==> src/rtl/tws_pkg.sv <==
// Shared types for the timed output word sequencer.
package tws_pkg;
    // Playback phase of the sequencer.
    typedef enum logic {
        PH_IDLE = 1'b0,
        PH_RUN  = 1'b1
    } tws_phase_e;
endpackage

==> src/rtl/tws_pattern_mem.sv <==
// Pattern store: DEPTH entries of {word, length}. Lengths below MIN_DUR are
// raised to MIN_DUR on write and set a sticky error flag.
// Assumes: reads are combinational; a write is visible from the next cycle.
module tws_pattern_mem #(
    parameter int WORD_W  = 16,
    parameter int DUR_W   = 16,
    parameter int DEPTH   = 8,
    parameter int MIN_DUR = 2,
    localparam int AW     = $clog2(DEPTH)
) (
    input  logic              clk,
    input  logic              rst_n,
    input  logic              wr_en,
    input  logic [AW-1:0]     wr_addr,
    input  logic [WORD_W-1:0] wr_word,
    input  logic [DUR_W-1:0]  wr_dur,
    input  logic [AW-1:0]     rd_addr,
    output logic [WORD_W-1:0] rd_word,
    output logic [DUR_W-1:0]  rd_dur,
    output logic              dur_err
);
    localparam logic [DUR_W-1:0] MIN_V = DUR_W'(MIN_DUR);

    logic [WORD_W-1:0] word_mem [DEPTH];
    logic [DUR_W-1:0]  dur_mem  [DEPTH];
    logic              too_short;

    // Flag a length that needs clamping.
    assign too_short = wr_dur < MIN_V;

    // Store entries, clamping short lengths.
    always_ff @(posedge clk) begin
        if (!rst_n) begin
            for (int i = 0; i < DEPTH; i++) begin
                word_mem[i] <= '0;
                dur_mem[i]  <= MIN_V;
            end
        end else if (wr_en) begin
            word_mem[wr_addr] <= wr_word;
            dur_mem[wr_addr]  <= too_short ? MIN_V : wr_dur;
        end
    end

    // Sticky record of any clamped write.
    always_ff @(posedge clk) begin
        if (!rst_n)                  dur_err <= 1'b0;
        else if (wr_en && too_short) dur_err <= 1'b1;
    end

    // Combinational read port.
    assign rd_word = word_mem[rd_addr];
    assign rd_dur  = dur_mem[rd_addr];

    assert_err_sticky_R5: assert property (@(posedge clk) disable iff (!rst_n)
        dur_err |=> dur_err);
    assert_clamp_flag_R5: assert property (@(posedge clk) disable iff (!rst_n)
        (wr_en && wr_dur < MIN_V) |=> dur_err);
endmodule

==> src/rtl/tws_reload_timer.sv <==
// Reload timer: counts from 0 to the active length minus one, then reloads.
// At a reload the shadowed length becomes active. One running cycle after a
// reload, the next length is copied into the shadow register.
// Assumes: every length is at least MIN_DUR (>= 2), and load only while not running.
module tws_reload_timer #(
    parameter int DUR_W   = 16,
    parameter int MIN_DUR = 2
) (
    input  logic             clk,
    input  logic             rst_n,
    input  logic             load,
    input  logic [DUR_W-1:0] load_dur,
    input  logic             run,
    input  logic             freeze,
    input  logic [DUR_W-1:0] fetch_dur,
    output logic             reload
);
    logic [DUR_W-1:0] cnt_q;
    logic [DUR_W-1:0] active_q;
    logic [DUR_W-1:0] shadow_q;
    logic             tick;

    // Timer advances only while running and not frozen.
    assign tick   = run && !freeze;
    assign reload = tick && (cnt_q == active_q - DUR_W'(1));

    // Counter and active length.
    always_ff @(posedge clk) begin
        if (!rst_n) begin
            cnt_q    <= '0;
            active_q <= DUR_W'(MIN_DUR);
        end else if (load) begin
            cnt_q    <= '0;
            active_q <= load_dur;
        end else if (reload) begin
            cnt_q    <= '0;
            active_q <= shadow_q;
        end else if (tick) begin
            cnt_q    <= cnt_q + DUR_W'(1);
        end
    end

    // Shadow fetch one running cycle after each reload.
    always_ff @(posedge clk) begin
        if (!rst_n)                             shadow_q <= DUR_W'(MIN_DUR);
        else if (tick && cnt_q == '0 && !load)  shadow_q <= fetch_dur;
    end

    assert_min_len_R5: assert property (@(posedge clk) disable iff (!rst_n)
        run |-> active_q >= DUR_W'(MIN_DUR));
    assert_frozen_R9: assert property (@(posedge clk) disable iff (!rst_n)
        (run && freeze) |=> $stable(cnt_q));
endmodule

==> src/rtl/tws_sequencer.sv <==
// Timed output word sequencer top. It plays entries 0..cfg_last of the pattern
// store onto out_word, one-shot or circular, with start/stop/suspend control.
// Assumes: cfg_last and cfg_circular stay stable during playback.
module tws_sequencer #(
    parameter int WORD_W  = 16,
    parameter int DUR_W   = 16,
    parameter int DEPTH   = 8,
    parameter int MIN_DUR = 2,
    localparam int AW     = $clog2(DEPTH)
) (
    input  logic              clk,
    input  logic              rst_n,
    input  logic              wr_en,
    input  logic [AW-1:0]     wr_addr,
    input  logic [WORD_W-1:0] wr_word,
    input  logic [DUR_W-1:0]  wr_dur,
    input  logic [AW-1:0]     cfg_last,
    input  logic              cfg_circular,
    input  logic              start,
    input  logic              stop,
    input  logic              suspend,
    output logic [WORD_W-1:0] out_word,
    output logic              busy,
    output logic              done,
    output logic              dur_err
);
    import tws_pkg::*;

    tws_phase_e        phase_q;
    logic [AW-1:0]     idx_q;
    logic [AW-1:0]     nidx;
    logic [AW-1:0]     rd_addr;
    logic [WORD_W-1:0] word_q;
    logic [WORD_W-1:0] rd_word;
    logic [DUR_W-1:0]  rd_dur;
    logic              done_q;
    logic              susp_q;
    logic              start_go;
    logic              stop_go;
    logic              tmr_run;
    logic              reload;
    logic              at_last;

    // Next index with wrap at the final entry.
    assign at_last  = (idx_q == cfg_last) || (idx_q == AW'(DEPTH - 1));
    assign nidx     = at_last ? '0 : idx_q + AW'(1);
    assign rd_addr  = (phase_q == PH_RUN) ? nidx : '0;

    // Control decode.
    assign start_go = (phase_q == PH_IDLE) && start && !stop;
    assign stop_go  = (phase_q == PH_RUN) && stop;
    assign tmr_run  = (phase_q == PH_RUN) && !stop;

    tws_pattern_mem #(
        .WORD_W(WORD_W), .DUR_W(DUR_W), .DEPTH(DEPTH), .MIN_DUR(MIN_DUR)
    ) u_mem (
        .clk(clk), .rst_n(rst_n),
        .wr_en(wr_en), .wr_addr(wr_addr), .wr_word(wr_word), .wr_dur(wr_dur),
        .rd_addr(rd_addr), .rd_word(rd_word), .rd_dur(rd_dur),
        .dur_err(dur_err)
    );

    tws_reload_timer #(
        .DUR_W(DUR_W), .MIN_DUR(MIN_DUR)
    ) u_tmr (
        .clk(clk), .rst_n(rst_n),
        .load(start_go), .load_dur(rd_dur),
        .run(tmr_run), .freeze(susp_q),
        .fetch_dur(rd_dur), .reload(reload)
    );

    // Playback state, output word and end pulse.
    always_ff @(posedge clk) begin
        if (!rst_n) begin
            phase_q <= PH_IDLE;
            idx_q   <= '0;
            word_q  <= '0;
            done_q  <= 1'b0;
            susp_q  <= 1'b0;
        end else begin
            done_q <= 1'b0;
            susp_q <= suspend;
            if (start_go) begin
                phase_q <= PH_RUN;
                idx_q   <= '0;
                word_q  <= rd_word;
            end else if (stop_go) begin
                phase_q <= PH_IDLE;
                word_q  <= '0;
            end else if (reload) begin
                if (idx_q == cfg_last && !cfg_circular) begin
                    phase_q <= PH_IDLE;
                    word_q  <= '0;
                    done_q  <= 1'b1;
                end else begin
                    idx_q  <= nidx;
                    word_q <= rd_word;
                end
            end
        end
    end

    // Outputs blanked during suspend.
    assign out_word = susp_q ? '0 : word_q;
    assign busy     = (phase_q == PH_RUN);
    assign done     = done_q;

    assert_done_end_R6: assert property (@(posedge clk) disable iff (!rst_n)
        done |-> (!busy && $past(busy)));
    assert_idle_zero_R1: assert property (@(posedge clk) disable iff (!rst_n)
        !busy |-> out_word == '0);
    assert_susp_blank_R9: assert property (@(posedge clk) disable iff (!rst_n)
        $past(suspend) |-> out_word == '0);
    assert_circ_keeps_R7: assert property (@(posedge clk) disable iff (!rst_n)
        (reload && cfg_circular && !stop) |=> busy);
    assert_stop_idle_R8: assert property (@(posedge clk) disable iff (!rst_n)
        (busy && stop) |=> (!busy && !done));
endmodule

==> config.mk <==
export PLATFORM = sky130hd
export DESIGN_NAME = tws_sequencer
export DESIGN_NICKNAME = d
export VERILOG_FILES = /design/src/rtl/tws_pkg.sv /design/src/rtl/tws_pattern_mem.sv /design/src/rtl/tws_reload_timer.sv /design/src/rtl/tws_sequencer.sv
export SDC_FILE = /design/constraint.sdc
export NUM_CORES = 1
export LEC_CHECK = 0
export BUFFER_PORTS_ARGS = -buffer_cell sky130_fd_sc_hd__buf_2
export CELL_PAD_IN_SITES_DETAIL_PLACEMENT = 0
export CELL_PAD_IN_SITES_GLOBAL_PLACEMENT = 1
export CORE_ASPECT_RATIO = 0.9
export CORE_UTILIZATION = 50
export CTS_CLUSTER_DIAMETER = 40
export DETAILED_ROUTE_END_ITERATION = 16
export PLACE_DENSITY = 0.84
export SLEW_MARGIN = 0
export SYNTH_ARGS = -nofsm -noshare
export SYNTH_HDL_FRONTEND = slang
export SYNTH_SLANG_ARGS = --single-unit
==> constraint.sdc <==
create_clock -name clk -period 5.83 [get_ports clk]
set_input_delay 0.583 -clock clk [delete_from_list [all_inputs] [get_ports clk]]
set_output_delay 0.583 -clock clk [all_outputs]
set_load 0.01 [all_outputs]
==> results.md, run 1 <==
* Status: complete, no violations
* Unrepaired setup endpoints after global routing: false
* Clk_skew at 26.18 ps
* Arr. time, crit path at 4260 ps
* Die area at 31560 um^2
* CTS Hold Bufs at 0
* Ranking of synthesized cells by area: edfxtp_1, and2_1, dfxtp_1, nand2_1, a21oi_1
* Post-synth EDFFs at 256
* Final Cycle Share at 0.6613
* First-pass GRT wire length at 61100 um
* Area leader, netlist: edfxtp_1
* Sw power at 0.001283 W
* Synth top area share at 0.4983
* Critical Path RT at 6230 ps
* Post-synth top cells: edfxtp_1, and2_1, nand2_1
* Top-count cell post-synth: edfxtp_1
* Pin count of the biggest net entering global routing at 120
* Post-detailed-route count of antenna-violating nets at 0
* Per-cell routed wire length at 21.34 um
* Clk root buf: clkbuf_16
* Post-route insts no fill at 1867
* Vias in the first global route at 10475
* Max cap viols at 0
* Worst-path clk slew at 60 ps
* Setup Buffers After CTS at 0
* Tot GR Track Use at 0.2543
* Leakage power at 6.339 nW
* # H-tree levels at 2
* Clk_lat worst skew at 530 ps
* DIE HEIGHT at 168.6 um
* Area Growth Syn to Fin at 13.85%
* Synth warn at 0
* Internal at 0.004334 W
* Post-placement cell count at 1791
* Synthesized area at 15430 um^2
* Combinational share of power at 0.066
* Max VDD drop at 0.1915 mV
* Placer Congestion at 0.8812
* Nets at 1482
* Initial Util at 0.5125
* Sequential area share after synthesis at 0.5904
* CTS sink cnt at 327
* CTS tree: yes
* Number of synthesized register bits at 327
* Slowest stage delay, CP at 1090 ps
* Clock share of power at 0.453
* Pre-CTS setup slack at 1973 ps
* Core Footprint at 30100 um^2
* Ys async rst share at 0
* I/O pin cnt at 64
* Initial DRC Count at 900
* Startpoint types: flip-flop
* Post-Route WL at 39840 um
* Die X at 187.2 um
* Layout cells sized above 1 at 0.1250
* Unique cell type count in the Yosys netlist at 68
* Power Density at 319.8 nW/um^2
* Post-CTS sizing at 0
* Cell Chain, Critical Path: inv_1 -> ha_1 -> nor4b_2 -> a31oi_1 -> o32ai_1 -> a31oi_1 -> nor4_4 -> a211oi_4 -> buf_4 -> mux2i_1
* Final Hold Viols at 0
* CP Buf/Inv Count at 2
* Relative slew slack at 0.1897
* Dpl hpwl at 22540 um
* Critical path endpoint category: flip-flop
* Clock tree buffer depth at 3
* Area occupied by multi-input gates at 5939 um^2
* # fillers at 2469
* Final period demand of the worst path at 3855 ps
* Sequential share of power at 0.481
* Rows at 60
* Reg area at 9109 um^2
* Critical path's top delay family: simple AND/OR/NAND/NOR gates
* Sw frac at 0.2284
* Top cell by count, worst path: a31oi_1
* Final WS setup at 1975 ps
* Synth Net Count at 1456
* Final Power at 0.005617 W
* Fmax at 259.4 MHz
* Initial antenna violation count at 1
* Slew Limit Fails at 0
* Grt ovf at 0
* IO Port Bufs at 63
* Cells after Synth at 1406
* DRC Markers at 0
* Setup_tns at 0 ps
* Num CTS Buffers at 42
* Ant. Diodes at 0
* DR pass1 iterations at 5
* Critical path's slowest cell: nor4_4
* Critical path peak fanout at 18
* Final setup violation count at 0
* Vias at 10997
* Synthesized area per cell at 10.97 um^2
* Synth Flop Type: edfxtp_1
* Worst Hold Class: in2reg
* Critical path class: reg2reg
* Worst-Margin Slew at 1206 ps
* Vias per cell at 5.890
-- layout by cell type, fill, tap and decap left out, types with 22 or more instances in the layout --
| cell type | synthesis | final |
|---|---|---|
| edfxtp_1 | 256 | 256 |
| dfxtp_1 | 71 | 71 |
| buf_4 | 2 | 22 |
| clkbuf_16 | 0 | 45 |
| nor2b_1 | 46 | 46 |
| and2_1 | 243 | 243 |
| buf_2 | 4 | 63 |
| a211oi_1 | 31 | 31 |
| nor2_1 | 39 | 35 |
| nand2_1 | 137 | 137 |
| a31oi_1 | 49 | 48 |
| inv_1 | 35 | 35 |
| a21oi_1 | 81 | 81 |
| o21ai_0 | 50 | 46 |
-- power groups by stage --
| stage | clock, W | combinational (W) | sequential (W) |
|---|---|---|---|
| finish | 0.00255 | 0.000370 | 0.00270 |
| global route | 0.00265 | 0.000406 | 0.00271 |
| CTS | 0.00256 | 0.000370 | 0.00270 |
| detailed placement | 0 | 0.000368 | 0.00275 |
| global placement | 0 | 0.000360 | 0.00274 |
| floorplan | 0 | 0.000230 | 0.00273 |
-- worst reg2reg max path: cells and delay by family (launching register included) --
kind                       cells  cell delay, ps
and+or+nand+nor                2            1840
AOI/OAI and AO/OA              4             730
DFF                            1             360
adders and majority gates      1             240
muxes                          1             160
buffers and inverters          2             390
-- final timing paths --
path / slack (ps) / startpoint / cells after the start / end
hold / removal: 280 / suspend / 2 / susp_q$_SDFF_PN0_
setup reg to reg: 1970 / u_tmr.active_q[0]$_SDFFE_PN0P_ / 10 / word_q[6]$_SDFFE_PN0P_
setup / recovery: 1970 / u_tmr.active_q[0]$_SDFFE_PN0P_ / 10 / word_q[6]$_SDFFE_PN0P_
hold reg to reg: 450 / word_q[15]$_SDFFE_PN0P_ / 2 / word_q[15]$_SDFFE_PN0P_
-- stage by stage --
stage                       util  area, um^2  hold slack (ps)
after detailed placement  0.5376       16180            450.4
after CTS                 0.5835       17570            270.9
after global placement    0.5376       16180            442.3
final                     0.5835       17570            284.5
after global routing      0.5835       17570            280.7
after floorplan                -       15430            433.5
-- routing by layer --
layer,up-vias,GRT usage,wire length (um)
met3,64,0.03877,3249
met2,439,0.3814,17210
met4,2,0.07199,793
li1,5130,-,-
met1,5362,0.3823,18560
met5,-,0,17
-- cells by family (layout without fill, tap and decap cells) --
logic type               Yosys count  after routing  share of synthesized area
flip-flops                       327            327                     0.5904
buffers and inverters            139            197                    0.03520
AO/OA/AOI/OAI                    311            311                     0.1315
AND/OR/NAND/NOR                  566            566                     0.2041
multiplexers                      21             21                    0.01371
adder cells (fa/ha/maj)            5              5                   0.004055
XOR/XNOR                          37             37                    0.02100
-- layout make-up --
class	count	share of cell area
clock buffer	53	0.06696
clock inverter	23	0.01168
inverter	35	0.007479
multi-input combinational	940	0.3381
sequential	327	0.5186
tap	403	0.02871
timing repair buffer	86	0.02849
-- sequential cells by signal, indices dropped and copies added (netlist names), 3 cells and up --
register	flops
u_mem.dur_mem	128
u_tmr.active_q	16
u_tmr.shadow_q	16
word_q	16
u_tmr.cnt_q	16
idx_q	3
u_mem.word_mem	128
Note: power is estimated with default switching activity, not from simulation.
==> run 2: changes to the inputs <==
==> constraint.sdc (replaced) <==
create_clock -name clk -period 3.7 [get_ports clk]
set_input_delay 0.37 -clock clk [delete_from_list [all_inputs] [get_ports clk]]
set_output_delay 0.37 -clock clk [all_outputs]
set_load 0.01 [all_outputs]
==> run 2 against run 1 <==
Compared with the run above: clock power rose by 57%; largest power group unchanged; worst setup slack got worse by 1700 ps; critical path type unchanged; via count rose by 0.45%; register-to-register slack got worse by 1700 ps; maximum frequency rose by 12%; clock skew fell by 3.2 ps.
==> results.md, run 2 (same netlist as run 1, synthesis figures left out) <==
* Critical path class: reg2reg
* Initial DRC Count at 1089 (+21%)
* Setup_tns at 0 ps (unchanged)
* Dpl hpwl at 23400 um (+3.8%)
* Placer Congestion at 0.8653 (-1.8%)
* Ant. Diodes at 0 (unchanged)
* Layout Utilization at 0.5904 (+0.006899)
* I/O pin cnt at 64 (unchanged)
* Leakage power at 6.444 nW (+1.7%)
* Unrepaired setup endpoints after global routing: false
* Critical path peak fanout at 10 (-8)
* Clock tree buffer depth at 3 (unchanged)
* Worst-Margin Slew at 1098 ps (-108.1 ps)
* Post-detailed-route count of antenna-violating nets at 0 (unchanged)
* Num CTS Buffers at 43 (+2.4%)
* # H-tree levels at 2 (unchanged)
* Relative slew slack at 0.2678 (+0.07811)
* Worst-path clk slew at 60 ps (about the same)
* Slew Limit Fails at 0 (unchanged)
* Clk_skew at 23.02 ps (-3.159 ps)
* Pin count of the biggest net entering global routing at 77 (-36%)
* Vias in the first global route at 10650 (+1.7%)
* Leading cell types in the layout, fill and taps excluded: edfxtp_1, and2_1, nand2_1
* DIE HEIGHT at 168.6 um (unchanged)
* Die X at 187.2 um (unchanged)
* # fillers at 2418 (-2.1%)
* Fmax at 289.8 MHz (+12%)
* CTS Hold Bufs at 0 (unchanged)
* Final WS setup at 249.5 ps (-1725 ps)
* Post-Route WL at 39530 um (-0.76%)
* Final Cycle Share at 0.9326 (+0.2713)
* Nets at 1502 (+1.3%)
* Vias per cell at 5.848 (-0.72%)
* Per-cell routed wire length at 20.93 um (-1.9%)
* Area Growth Syn to Fin at 15.20%
* Most common cell after layout, fill and taps aside: edfxtp_1
* Startpoint types: flip-flop
* Core Footprint at 30100 um^2 (unchanged)
* Biggest regs: u_mem.dur_mem: 128 flops, u_mem.word_mem: 128 flops
* Max VDD drop at 0.3433 mV (+79%)
* Clk root buf: clkbuf_16
* Final Hold Viols at 0 (unchanged)
* DR pass1 iterations at 5 (unchanged)
* Final Power at 0.008863 W (+58%)
* Initial Util at 0.5125 (unchanged)
* Rows at 60 (unchanged)
* DRC Markers at 0 (unchanged)
* Final setup violation count at 0 (unchanged)
* Power Density at 498.7 nW/um^2 (+56%)
* Pre-CTS setup slack at 250.9 ps (-1722 ps)
* CTS tree: yes
* Post-CTS sizing at 0 (unchanged)
* CTS sink cnt at 327 (unchanged)
* Status: complete, no violations
* Clk_lat worst skew at 540 ps (about the same)
* Critical path endpoint category: flip-flop
* IO Port Bufs at 63 (unchanged)
* First-pass GRT wire length at 60550 um (-0.89%)
* Arr. time, crit path at 3880 ps (-380 ps)
* Vias at 11046 (+0.45%)
* Tot GR Track Use at 0.2496 (-0.004752)
* Layout cells sized above 1 at 0.1366 (+0.01161)
* Fin Hold WS at 57.36 ps (-227.2 ps)
* Max cap viols at 0 (unchanged)
* Setup Buffers After CTS at 0 (unchanged)
* Grt ovf at 0 (unchanged)
* Initial antenna violation count at 1 (unchanged)
* Critical Path RT at 4130 ps (-2100 ps)
* Worst Hold Class: in2reg
* Die area at 31560 um^2 (unchanged)
* Final period demand of the worst path at 3451 ps (-404.9 ps)
## run 2: report_power, final
part	internal (W)	switching (W)	total [W]	leakage, nW
combinational	0.000198	0.000402	0.000601	2.73
sequential	0.00417	0.0000835	0.00426	3.04
clock	0.00240	0.00160	0.00401	0.671
## run 2: path summary, 6_finish.rpt
| kind | cells after the start | startpoint | slack [ps] | end |
|---|---|---|---|---|
| max | 7 | u_tmr.active_q[2]$_SDFFE_PN0P_ | 250 | u_tmr.active_q[15]$_SDFFE_PN0P_ |
| min | 2 | suspend | 60 | susp_q$_SDFF_PN0_ |
| max reg2reg | 7 | u_tmr.active_q[2]$_SDFFE_PN0P_ | 250 | u_tmr.active_q[15]$_SDFFE_PN0P_ |
| min reg2reg | 2 | word_q[14]$_SDFFE_PN0P_ | 450 | word_q[14]$_SDFFE_PN0P_ |
## run 2: stage by stage
stage / cell area (um^2) / instances
3_5_place_dp: 16380 / 1810
2_1_floorplan: 15430 / 1406
3_3_place_gp: 16380 / 1810
4_1_cts: 17760 / 1889
6_report: 17770 / 1889
5_1_grt: 17770 / 1889
## run 2: cell type report
type                    instances  area (um^2)  area share
well taps                     403        504.2     0.02837
inverters                      35        131.4    0.007392
flip-flops and latches        327         9109      0.5125
multi-input cells             940         5928      0.3335
repair buffers                105        718.2     0.04041
clock inverters                26        216.5     0.01218
clock buffers                  53         1166     0.06561
## run 2: per-layer routing
layer  part of all wire  track usage  vias up
li1                   -            -     5179
met1               0.45       0.3604     5362
met2               0.45       0.3937      436
met3              0.075      0.03877       67
met4              0.019      0.06486        2
met5            0.00025            0        -
## run 2: critical path, stage by stage (launching register included)
cell,delay (ps)
dfxtp_1,390
or4_1,630
or3_1,410
a2111oi_2,440
o2111ai_2,260
or4_4,660
mux2_1,340
o211a_1,200
==> run 3: changes to the inputs <==
--- a/config.mk
+++ b/config.mk
@@ -9,10 +9,10 @@
 export CELL_PAD_IN_SITES_DETAIL_PLACEMENT = 0
 export CELL_PAD_IN_SITES_GLOBAL_PLACEMENT = 1
 export CORE_ASPECT_RATIO = 0.9
-export CORE_UTILIZATION = 50
+export CORE_UTILIZATION = 46
 export CTS_CLUSTER_DIAMETER = 40
 export DETAILED_ROUTE_END_ITERATION = 16
-export PLACE_DENSITY = 0.84
+export PLACE_DENSITY = 0.78
 export SLEW_MARGIN = 0
 export SYNTH_ARGS = -nofsm -noshare
 export SYNTH_HDL_FRONTEND = slang
==> run 3 against run 2 <==
Compared with the run above: first-iteration DRC count down 13%; cell count up 1.6%; largest cell class unchanged; die area up 8.6%; power up 3.5%; global-route usage down 1.5 points; cell area up 1.1%; core utilization down 4.5 points; count of clock-buffer cells in the layout up 5; critical endpoint unchanged; flip-flop and latch count unchanged; via count down 0.71%.
==> results.md, run 3 (same netlist as run 1, synthesis figures left out) <==
* Status: complete, no violations
* Layout cells sized above 1 at 0.1455 (+0.008919)
* Final setup violation count at 0 (unchanged)
* DRC Markers at 0 (unchanged)
* Worst Hold Class: in2reg
* Critical path peak fanout at 10 (unchanged)
* Nets at 1512 (+0.67%)
* Leading cell types in the layout, fill and taps excluded: edfxtp_1, and2_1, nand2_1
* Per-cell routed wire length at 20.64 um (-1.4%)
* Area Growth Syn to Fin at 16.52%
* Placer Congestion at 0.8465 (-2.2%)
* Num CTS Buffers at 45 (+4.7%)
* Die X at 195.0 um (+4.2%)
* Final Cycle Share at 0.9395 (+0.006891)
* Ant. Diodes at 0 (unchanged)
* Initial DRC Count at 947 (-13%)
* Clk root buf: clkbuf_16
* Core Footprint at 32950 um^2 (+9.5%)
* Setup Buffers After CTS at 0 (unchanged)
* Post-route insts no fill at 1920 (+1.6%)
* I/O pin cnt at 64 (unchanged)
* Internal at 0.007058 W (+4.2%)
* Hold Startpoint: suspend
* Pre-CTS setup slack at 222.0 ps (-28.98 ps)
* Sw frac at 0.2304 (-0.005151)
* Vias in the first global route at 10646 (-0.038%)
* Worst-Margin Slew at 1071 ps (-27.37 ps)
* Final Hold Viols at 0 (unchanged)
* Relative slew slack at 0.2861 (+0.01825)
* Sequential share of power at 0.464 (-0.016)
* Final WS setup at 224.0 ps (-25.50 ps)
* Setup_tns at 0 ps (unchanged)
* Final non-filler cell area at 17980 um^2 (+1.1%)
* CP startpoint: u_tmr.active_q[0]$_SDFFE_PN0P_
* Power Density at 510.1 nW/um^2 (+2.3%)
* Clock share of power at 0.470 (+0.018)
* CTS tree: yes
* Critical path class: reg2reg
* Clk_skew at 33.01 ps (+9.990 ps)
* CTS sink cnt at 327 (unchanged)
* Slew Limit Fails at 0 (unchanged)
* Unrepaired setup endpoints after global routing: false
* DR pass1 iterations at 5 (unchanged)
* Tot GR Track Use at 0.2345 (-0.01504)
* Critical Path RT at 4140 ps (about the same)
* Startpoint types: flip-flop
* Post-DP Area at 16470 um^2 (+0.51%)
* Rows at 63 (+5.0%)
* Clk_lat worst skew at 560 ps (+20 ps)
* Worst Reg-to-Reg Cells at 7 (unchanged)
* First-pass GRT wire length at 61060 um (+0.83%)
* Dpl hpwl at 24760 um (+5.8%)
* Initial Util at 0.4683 (-0.04426)
* Combinational share of power at 0.066 (-0.002)
* Pin count of the biggest net entering global routing at 76 (-1.3%)
* Clock tree buffer depth at 3 (unchanged)
* Endpoint, Worst Hold: susp_q$_SDFF_PN0_
* Leakage power at 6.553 nW (+1.7%)
* Max VDD drop at 0.3126 mV (-8.9%)
* Vias per cell at 5.713 (-2.3%)
* WHS Path Cells at 2 (unchanged)
* Final period demand of the worst path at 3476 ps (+25.50 ps)
* Reg2reg end: u_tmr.active_q[15]$_SDFFE_PN0P_
* Post-Route WL at 39640 um (+0.27%)
* # fillers at 2820 (+17%)
* CTS Hold Bufs at 0 (unchanged)
* Initial antenna violation count at 2 (+1)
* Max cap viols at 0 (unchanged)
* Critical path endpoint category: flip-flop
* FF-to-FF Start: u_tmr.active_q[0]$_SDFFE_PN0P_
* R2R Setup Slk at 220 ps (-30 ps)
* IO Port Bufs at 63 (unchanged)
* Post-detailed-route count of antenna-violating nets at 0 (unchanged)
* Post-placement cell count at 1837 (+1.5%)
* Die area at 34280 um^2 (+8.6%)
* Most common cell after layout, fill and taps aside: edfxtp_1
* DIE HEIGHT at 175.7 um (+4.2%)
* Vias at 10968 (-0.71%)
* Grt ovf at 0 (unchanged)
* # H-tree levels at 2 (unchanged)
* Fmax at 287.7 MHz (-0.73%)
* Sw power at 0.002113 W (+1.2%)
* Worst-path clk slew at 50 ps (about the same)
* Arr. time, crit path at 3910 ps (+30 ps)
* Biggest regs: u_mem.dur_mem: 128 flops, u_mem.word_mem: 128 flops
* Final Power at 0.009171 W (+3.5%)
## run 3: cell count changes in the layout (fill, tap and decap cells not counted), moves of 2 or more
| cell | previous run | this run |
|---|---|---|
| buf_4 | 35 | 43 |
| clkinv_2 | 4 | 6 |
| bufinv_16 | 2 | 5 |
| clkbuf_8 | 1 | 3 |
| clkbuf_1 | 7 | 9 |
| clkinv_1 | 7 | 2 |
## run 3: metal layers
metal / global-route usage / part of all wire / up-vias
met5: 0 / 0.00023 / -
met4: 0.06299 / 0.018 / 2
met3: 0.03955 / 0.068 / 59
met2: 0.3686 / 0.45 / 360
met1: 0.3357 / 0.46 / 5340
li1: - / - / 5207
## run 3: per-stage QoR
stage / utilization / hold slack (ps)
after CTS: 0.5453 / 42.10
final: 0.5456 / 55.37
after global placement: 0.4997 / 443.0
after global routing: 0.5456 / 63.04
after floorplan: - / 433.5
after detailed placement: 0.4997 / 448.9
## run 3: how the worst max path moves through the flow
stage                                        end  slack, ps  depth (start not counted)
2_1_floorplan  u_mem.dur_mem[7][0]$_SDFFCE_PN0P_         30                          3
3_3_place_gp     u_tmr.active_q[15]$_SDFFE_PN0P_        340                          7
3_5_place_dp     u_tmr.active_q[15]$_SDFFE_PN0P_        220                          7
4_1_cts          u_tmr.active_q[15]$_SDFFE_PN0P_        210                          9
5_1_grt          u_tmr.active_q[15]$_SDFFE_PN0P_         60                          7
6_report         u_tmr.active_q[15]$_SDFFE_PN0P_        220                          7
## run 3: power groups by stage
stage          combinational, W  clock (W)  sequential, W
2_1_floorplan          0.000363          0        0.00430
3_3_place_gp           0.000592          0        0.00432
3_5_place_dp           0.000603          0        0.00433
4_1_cts                0.000605    0.00437        0.00425
5_1_grt                0.000660    0.00452        0.00427
6_report               0.000603    0.00431        0.00425
## run 3: cell type report
| cell class | instances | area (um^2) | area share |
|---|---|---|---|
| Sequential cell | 327 | 9109 | 0.5067 |
| Multi-Input combinational cell | 940 | 5928 | 0.3298 |
| Clock buffer | 58 | 1209 | 0.06723 |
| Timing Repair Buffer | 113 | 778.2 | 0.04329 |
| Tap cell | 422 | 528.0 | 0.02937 |
| Clock inverter | 25 | 294.0 | 0.01636 |
| Inverter | 35 | 131.4 | 0.007308 |
## run 3: what timing repair did
item / 4_1_cts / 5_1_grt
endpoints found under the setup margin: 0 / 1
endpoints found under the hold margin: 0 / 0
gates resized for setup: 0 / 1
## run 3: worst max-delay path, stage by stage, from the launching register on
cell	delay [ps]
dfxtp_1	350
or4_1	680
or3_1	410
a2111oi_2	460
o2111ai_2	260
or4_4	660
mux2_1	340
o211a_1	200
